===== src/rtl/cfg_shadow_pkg.sv =====
package cfg_shadow_pkg;
  localparam int FUNC_W    = 3;
  localparam int SLOT_W    = 4;
  localparam int IDX_W     = FUNC_W + SLOT_W;
  localparam int FUNC_MAX  = 1 << FUNC_W;
  localparam int STS_W     = 123;
  localparam int ERR_W     = 4;
  localparam int LHI_W     = 5;
  localparam int LINK_W    = 16;
  // function 0 field positions
  localparam int F0_ERR_LO  = 49;
  localparam int F0_LINK_LO = 31;
  // functions 1..7: 10-bit slices starting here
  localparam int SLICE_BASE = 53;
  localparam int SLICE_W    = 10;

  function automatic int slice_lo(input int fn);
    return SLICE_BASE + SLICE_W * (fn - 1);
  endfunction
endpackage


===== src/rtl/toggle_sampler.sv =====
module toggle_sampler #(
  parameter int SETTLE = 2
) (
  input  logic clk,
  input  logic rst,
  input  logic tgl,
  output logic cap
);
  logic       lvl_q, lvl_hist;
  logic [1:0] armed;
  logic [SETTLE-1:0] dly;
  logic       edge_seen;

  assign edge_seen = armed[1] & (lvl_q ^ lvl_hist);

  always_ff @(posedge clk) begin
    if (rst) begin
      lvl_q    <= 1'b0;
      lvl_hist <= 1'b0;
      armed    <= '0;
      dly      <= '0;
    end else begin
      lvl_q    <= tgl;
      lvl_hist <= lvl_q;
      armed    <= {armed[0], 1'b1};
      dly      <= {dly[SETTLE-2:0], edge_seen};
    end
  end

  assign cap = dly[SETTLE-1];

  assert_edge_from_level_change_R3: assert property (@(posedge clk) disable iff (rst)
    edge_seen |-> ($past(tgl) != $past(tgl, 2)));
endmodule


===== src/rtl/shadow_array.sv =====
module shadow_array #(
  parameter int DATA_W   = 32,
  parameter int FUNC_W   = 3,
  parameter int SLOT_W   = 4,
  parameter int NUM_FUNC = 4
) (
  input  logic                     clk,
  input  logic                     rst,
  input  logic                     wr_en,
  input  logic [FUNC_W+SLOT_W-1:0] wr_addr,
  input  logic [DATA_W-1:0]        wr_data,
  input  logic [FUNC_W+SLOT_W-1:0] rd_addr,
  output logic [DATA_W-1:0]        rd_data,
  output logic                     rd_valid
);
  localparam int ADDR_W = FUNC_W + SLOT_W;
  localparam int DEPTH  = 1 << ADDR_W;

  logic [DATA_W-1:0] mem [DEPTH];
  logic [DEPTH-1:0]  vld;
  logic              wr_ok;

  assign wr_ok = wr_en && (int'(wr_addr[ADDR_W-1 -: FUNC_W]) < NUM_FUNC);

  always_ff @(posedge clk) begin
    if (wr_ok) mem[wr_addr] <= wr_data;
  end

  always_ff @(posedge clk) begin
    if (rst) vld <= '0;
    else if (wr_ok) vld[wr_addr] <= 1'b1;
  end

  assign rd_valid = vld[rd_addr];
  assign rd_data  = vld[rd_addr] ? mem[rd_addr] : '0;

  assert_ignore_high_func_R5: assert property (@(posedge clk) disable iff (rst)
    (wr_en && int'(wr_addr[ADDR_W-1 -: FUNC_W]) >= NUM_FUNC) |=> $stable(vld));

  assert_valid_sticky_R6: assert property (@(posedge clk) disable iff (rst)
    1'b1 |=> ((vld & $past(vld)) == $past(vld)));
endmodule


===== src/rtl/status_unpack.sv =====
module status_unpack
  import cfg_shadow_pkg::*;
#(
  parameter int NUM_FUNC = 4
) (
  input  logic                       clk,
  input  logic                       rst,
  input  logic                       cap,
  input  logic [STS_W-1:0]           sts,
  output logic [FUNC_MAX*ERR_W-1:0]  err_q,
  output logic [FUNC_MAX*LHI_W-1:0]  lhi_q,
  output logic [LINK_W-1:0]          f0_link_q
);
  logic [FUNC_MAX*ERR_W-1:0] err_d;
  logic [FUNC_MAX*LHI_W-1:0] lhi_d;

  for (genvar n = 0; n < FUNC_MAX; n++) begin : g_fn
    if (n == 0) begin : g_f0
      assign err_d[0 +: ERR_W] = sts[F0_ERR_LO +: ERR_W];
      assign lhi_d[0 +: LHI_W] = sts[F0_LINK_LO + LINK_W - LHI_W +: LHI_W];
    end else if (n < NUM_FUNC) begin : g_fx
      localparam int LO = slice_lo(n);
      assign err_d[n*ERR_W +: ERR_W] = sts[LO + 6 +: ERR_W];
      assign lhi_d[n*LHI_W +: LHI_W] = sts[LO + 1 +: LHI_W];
    end else begin : g_off
      assign err_d[n*ERR_W +: ERR_W] = '0;
      assign lhi_d[n*LHI_W +: LHI_W] = '0;
    end
  end

  always_ff @(posedge clk) begin
    if (rst) begin
      err_q     <= '0;
      lhi_q     <= '0;
      f0_link_q <= '0;
    end else if (cap) begin
      err_q     <= err_d;
      lhi_q     <= lhi_d;
      f0_link_q <= sts[F0_LINK_LO +: LINK_W];
    end
  end

  assert_status_hold_R10: assert property (@(posedge clk) disable iff (rst)
    !cap |=> ($stable(err_q) && $stable(lhi_q) && $stable(f0_link_q)));
endmodule


===== src/rtl/cfg_shadow_capture.sv =====
module cfg_shadow_capture
  import cfg_shadow_pkg::*;
#(
  parameter int DATA_W   = 32,
  parameter int NUM_FUNC = 4,
  parameter int SETTLE   = 2
) (
  input  logic                      clk,
  input  logic                      rst,
  input  logic [IDX_W-1:0]          cfg_idx,
  input  logic [DATA_W-1:0]         cfg_data,
  input  logic                      cfg_tgl,
  input  logic [STS_W-1:0]          sts_vec,
  input  logic                      sts_tgl,
  input  logic [IDX_W-1:0]          rd_addr,
  output logic [DATA_W-1:0]         rd_data,
  output logic                      rd_valid,
  output logic [FUNC_MAX*ERR_W-1:0] fn_err,
  output logic [FUNC_MAX*LHI_W-1:0] fn_link_hi,
  output logic [LINK_W-1:0]         fn0_link
);
  logic cfg_cap, sts_cap;

  toggle_sampler #(.SETTLE(SETTLE)) u_cfg_edge (
    .clk(clk), .rst(rst), .tgl(cfg_tgl), .cap(cfg_cap));

  toggle_sampler #(.SETTLE(SETTLE)) u_sts_edge (
    .clk(clk), .rst(rst), .tgl(sts_tgl), .cap(sts_cap));

  shadow_array #(
    .DATA_W(DATA_W), .FUNC_W(FUNC_W), .SLOT_W(SLOT_W), .NUM_FUNC(NUM_FUNC)
  ) u_array (
    .clk(clk), .rst(rst), .wr_en(cfg_cap), .wr_addr(cfg_idx), .wr_data(cfg_data),
    .rd_addr(rd_addr), .rd_data(rd_data), .rd_valid(rd_valid));

  status_unpack #(.NUM_FUNC(NUM_FUNC)) u_status (
    .clk(clk), .rst(rst), .cap(sts_cap), .sts(sts_vec),
    .err_q(fn_err), .lhi_q(fn_link_hi), .f0_link_q(fn0_link));
endmodule


===== config.mk =====
export PLATFORM = sky130hd
export DESIGN_NAME = cfg_shadow_capture
export DESIGN_NICKNAME = d
export VERILOG_FILES = /design/src/rtl/cfg_shadow_pkg.sv /design/src/rtl/toggle_sampler.sv /design/src/rtl/shadow_array.sv /design/src/rtl/status_unpack.sv /design/src/rtl/cfg_shadow_capture.sv
export SDC_FILE = /design/constraint.sdc
export NUM_CORES = 2
export LEC_CHECK = 0
export ABC_CLOCK_PERIOD_IN_PS = 4700
export BUFFER_PORTS_ARGS = -buffer_cell sky130_fd_sc_hd__buf_2
export CAP_MARGIN = 10
export CORE_UTILIZATION = 54
export DETAILED_ROUTE_END_ITERATION = 8
export PLACE_DENSITY = 0.72
export SLEW_MARGIN = 20
export SYNTH_ARGS = -nofsm -noshare
export SYNTH_HDL_FRONTEND = slang
export SYNTH_SLANG_ARGS = --single-unit
export TNS_END_PERCENT = 10

===== constraint.sdc =====
create_clock -name clk -period 4.7 [get_ports clk]
set_clock_uncertainty 0.1 [all_clocks]
set_input_delay 0.94 -clock clk [delete_from_list [all_inputs] [get_ports clk]]
set_output_delay 0.94 -clock clk [all_outputs]
set_load 0.005 [all_outputs]

### Word-level counts from Yosys, hierarchy flattened

Memory sizes are Yosys's and may differ from the RTL's.
Cells that the tools add are included.

| storage, ports and cells | value |
|---|---|
| memories kept | 1 |
| bits in writable memories | 4096 |
| flip-flop bits (word level) | 192 |
| word-level logic and storage cells | 35 |
| output and inout port bits | 121 |
| input port bits | 173 |

Memories:

| name | words | width | rd ports | clocked after memory_dff | wr ports | RTL line | text |
|---|---|---|---|---|---|---|---|
| u_array.mem | 128 | 32 | 1 | 0 | 1 | shadow_array.sv:19 | `logic [DATA_W-1:0] mem [DEPTH];` |

| cells by class | value |
|---|---|
| bitwise logic cells | 5 |
| multiplexer cells | 9 |
| reduce and logical (&&, ||, !) cells | 2 |
| magnitude comparators | 4 |

Operators by type and width:

| kind | number |
|---|---|
| bitwise OR 128 bit | 1 |
| 2-to-1 mux 32 bit | 1 |
| < comparator 7 x 8 -> 1 bit (second input constant) | 2 |
| binary-select mux 1 bit (select 7 bit) | 1 |
| demux 1 bit (select 7 bit) | 1 |
| greater-or-equal comparator 7 x 1 -> 1 bit (second input constant) | 1 |
| 2-to-1 mux 1 bit | 6 |
| < comparator 3 bit (second input constant) | 1 |
| bitwise AND 1 bit | 2 |
| logical AND 1 bit | 2 |
| bitwise XOR 1 bit | 2 |

### Logic depth before layout (Yosys ltp)

| logic depth | value |
|---|---|
| depth after elaboration | 5 |
| gate-level depth with buffers | 14 |

### By module

From an unflattened synthesis, not the netlist that was laid out.

| second synthesis, totals | value |
|---|---|
| cells, all modules | 7460 |
| area, all modules | 163558.1 um^2 |

Modules (own cells, without submodules):

| module | times used | cells each | area an instance (um^2) |
|---|---|---|---|
| shadow_array | 1 | 7241 | 161232.1 |
| status_unpack | 1 | 193 | 1998.2 |
| toggle_sampler | 2 | 13 | 163.9 |

### Worst setup path before layout

OpenSTA, ideal clock, no wires.

| timing path | value |
|---|---|
| path kind | in2out |
| start point | input port rd_addr[0] |
| end point | output port rd_data[10] |
| path buffers | 6 |
| slack | 0.525 ns |
| arrival | 3.135 ns |
| stages | 11 |
| path through | buf_6 buf_12 buf_12 buf_12 buf_6 buf_2 mux4_2 a221oi_2 o22ai_1 nor3_1 a211oi_1 |

| between the ends | value |
|---|---|
| longest elaborated chain between the ends | 3 |

Ends and longest elaborated chain:

| item | RTL line | text |
|---|---|---|
| start: declaration | cfg_shadow_capture.sv:15 | `input logic [IDX_W-1:0] rd_addr,` |
| binary-select mux 1 bit (select 7 bit) | shadow_array.sv:35 | `assign rd_data = vld[rd_addr] ? mem[rd_addr] : '0;` |
| 2-to-1 mux 1 bit (implied by the code) | shadow_array.sv:35 |  |
| 2-to-1 mux 32 bit (*) | shadow_array.sv:35 |  |
| end: declaration | cfg_shadow_capture.sv:16 | `output logic [DATA_W-1:0] rd_data,` |

Mark *: on every way between the ends. The rest lies on a longest branch, timed or not. The select of a mux whose other input is x is not followed.

### Final worst setup path

| timing path | value |
|---|---|
| start point | input port rd_addr[2] |
| end point | output port rd_data[22] |

Same word-level chain as after synthesis.

==> impl_metrics.env <==
export IMPL_run_status="complete, but fails checks"
export IMPL_violations="setup timing"
export IMPL_ys_top_cells_by_count="edfxtp_1 (4096), mux4_2 (920), nand3_1 (310)"
export IMPL_rsz0062_at_grt="true"
export IMPL_worstMarginPinSlew_ns=1.10
export IMPL_powerDensity_nw_per_um2=418
export IMPL_cp_required_ns=3.66
export IMPL_numPortBuffers=181
export IMPL_report_final_slew_viol_count=0
export IMPL_gp_congestion=0.818
export IMPL_worst_path_buf_inv=7
export IMPL_yosys_area_top_type_share=0.754
export IMPL_die_area_sq_um=304000
export IMPL_max_stage_delay_ns=0.49
export IMPL_final_setup_viol_count=18
export IMPL_overflow=0
export IMPL_critical_path_cell_chain="buf_2 > buf_4 > nor2b_4 > buf_12 > buf_16 > buf_12 > a221oi_2 > nand3_1 > nand3_1 > nor3_2 > buf_4 > a211oi_2 > buf_2"
export IMPL_antenna_found_initial=30
export IMPL_grt_usage=0.243
export IMPL_synthArstFlopShare=0
export IMPL_worstPathArrival_ns=3.74
export IMPL_path_depth=13
export IMPL_setup_tns_ns=-0.767
export IMPL_clkPwrFrac=0.401
export IMPL_ys_seq_elements=4281
export IMPL_synth_top_cell_by_area="edfxtp_1"
export IMPL_via_per_inst=5.70
export IMPL_slew_headroom=0.269
export IMPL_maxCapViolCount=0
export IMPL_timing_fmax_mhz=209
export IMPL_ios=294
export IMPL_hold_viol=0
export IMPL_core_area_sq_um=300000
export IMPL_yosys_top_cells_area="edfxtp_1 (75%), mux4_2 (13%), dfxtp_1 (2.3%)"
export IMPL_post_route_period_util=1.02
export IMPL_dpl_instance_area_sq_um=180000
export IMPL_first_iter_violations=9495
export IMPL_synth_edf_count=4096
export IMPL_cts_hold_buf=0
export IMPL_num_rows=201
export IMPL_clockRootBuffer="clkbuf_16"
export IMPL_ys_warn_count=0
export IMPL_grt_pass1_wl_um=538000
export IMPL_cpLargestDelayFamily="buffers and inverters"
export IMPL_cp_slowest_cell="a211oi_2"
export IMPL_drive_gt1_frac=0.239
export IMPL_swShare=0.210
export IMPL_synthFlopType="edfxtp_1"
export IMPL_hold_path_class="in -> reg"
export IMPL_post_drt_wl_per_cell_um=25.4
export IMPL_synth_most_common_cell="edfxtp_1"
export IMPL_switchingPower_mw=17.2
export IMPL_clock_sinks=4281
export IMPL_whs_path_depth=2
export IMPL_ir_drop_mv=0.327
export IMPL_critPathCaptureType="output port"
export IMPL_start_util=0.543
export IMPL_ff2ff_path_depth=4
export IMPL_yosysUniqueCellTypes=51
export IMPL_drc_errors=0
export IMPL_internal_power_mw=64.4
export IMPL_finalWirelength_um=370000
export IMPL_combPwrFrac=0.062
export IMPL_cts_tree="done"
export IMPL_cts_made_buffers=417
export IMPL_die_x_um=552
export IMPL_dp_hpwl_um=215000
export IMPL_grt_pass1_vias=85700
export IMPL_crit_type="in -> out"
export IMPL_startpoint_type="primary input"
export IMPL_leakage_nw=67.9
export IMPL_syn_cell_area_sq_um=163000
export IMPL_h_tree_depth=5
export IMPL_max_clock_path_buffers=4
export IMPL_grt_max_degree=129
export IMPL_min_period_ns=4.78
export IMPL_num_vias=83000
export IMPL_area_growth_pct=19.4
export IMPL_dr_pass1_iters=6
export IMPL_yosysSeqAreaShare=0.777
export IMPL_fin_nets=10400
export IMPL_netlist_instances=7481
export IMPL_die_y_um=552
export IMPL_setup_ws_ns=-0.0766
export IMPL_worstSkewPairLatency_ns=0.90
export IMPL_syn_area_per_cell_sq_um=21.8
export IMPL_critPathMaxFanout=29
export IMPL_detail_route_antenna_nets=0
export IMPL_clk_pin_slew_ns=0.06
export IMPL_stdcell_area_sq_um=195000
export IMPL_seqPwrFrac=0.537
timing repair:
item,in CTS,in global routing
setup buffers,13,10
endpoints found under the setup margin,30,32
gates cloned,9,5
resized for setup,82,34
pin swaps,10,5
area by class of cell:
type	count	area [sq um]
inverters	5	21.3
fillers	19700	105000
diodes	23	57.6
well taps	3958	4950
clock inverters	234	2290
repair buffers	745	7340
multi-input cells	4796	42400
clock buffers	520	11100
flip-flops and latches	4281	127000
metrics by stage:
step                      std cells  worst slack (ns)  utilization  total power [mW]  hold WS [ns]
after floorplan                9564             0.525            -              47.2         0.314
after global placement        13700             -1.13        0.600              49.1         0.317
after detailed placement      13700            -0.864        0.600              49.4         0.346
after CTS                     14500           -0.0441        0.647              81.9         0.110
after global routing          14600            -0.117        0.649              83.9         0.159
final                         14600           -0.0766        0.649              81.5         0.182
power by group through the flow:
stage               combinational (mW)  sequential [mW]  clock (mW)
floorplan                         2.84             44.4           0
global placement                  4.69             44.4           0
detailed placement                4.80             44.6           0
CTS                               4.96             43.8        33.2
global route                      5.42             43.9        34.6
finish                            5.07             43.8        32.7
placed cells by master (no fill, tap or decap), types with 26 or more instances in the layout:
master	n
clkbuf_1	86
o22ai_1	27
a221oi_2	93
a221oi_1	32
edfxtp_1	4096
clkbuf_16	432
conb_1	2084
bufinv_16	39
nor2_4	72
clkinv_2	68
o21ai_0	84
nor2_1	66
buf_4	435
mux4_2	920
a21oi_1	98
mux2_2	68
mux2i_1	265
a22o_1	54
clkinv_1	102
a41oi_1	31
nand3_1	303
nand2_1	53
buf_6	26
a22oi_1	238
buf_2	144
o21ai_1	45
nor2b_1	78
o21a_1	64
buf_12	101
dfxtp_1	179
flip-flops by register name, summed over array words and instances (netlist names):
signal,count
u_status.err_q,16
u_sts_edge.armed,2
u_status.f0_link_q,15
u_array.vld,128
u_cfg_edge.dly,2
u_sts_edge.lvl_q,1
u_status.lhi_q,16
u_cfg_edge.lvl_hist,1
u_array.mem,4096
u_sts_edge.dly,2
u_cfg_edge.lvl_q,1
u_sts_edge.lvl_hist,1
worst reg2reg max path, stage by stage (launching register included):
cell and delay (ns):
dfxtp_1 0.32, nor3b_1 0.58, nand2_1 0.73, nor2_4 0.71, buf_4 0.41
cell families (layout without fill, tap and decap cells):
logic type             after synthesis  in the layout  synth area share
AND/OR/NAND/NOR                    629            629            0.0186
buffers and inverters              487           1504            0.0173
multiplexers                      1254           1254             0.148
AO/OA/AOI/OAI                      827            827            0.0395
XOR/XNOR                             2              2          0.000107
other                                1           2107         0.0000230
flip-flops                        4281           4281             0.777
final timing paths:
path | from | endpoint | slack [ns]
setup / recovery | rd_addr[2] | rd_data[22] | -0.08
hold / removal | sts_tgl | u_sts_edge.lvl_q | 0.18
setup reg to reg | u_cfg_edge.dly[1] | u_array.mem[34][14] | 1.50
hold reg to reg | u_sts_edge.armed[1] | u_cfg_edge.dly[0] | 0.35
per-layer routing:
layer,vias up,share of wire,track usage
met5,-,0.00028,0
li1,35100,-,-
met2,3847,0.49,0.402
met3,809,0.094,0.0538
met4,16,0.042,0.0970
met1,43200,0.37,0.314
Power figures use the tool's default switching activity.
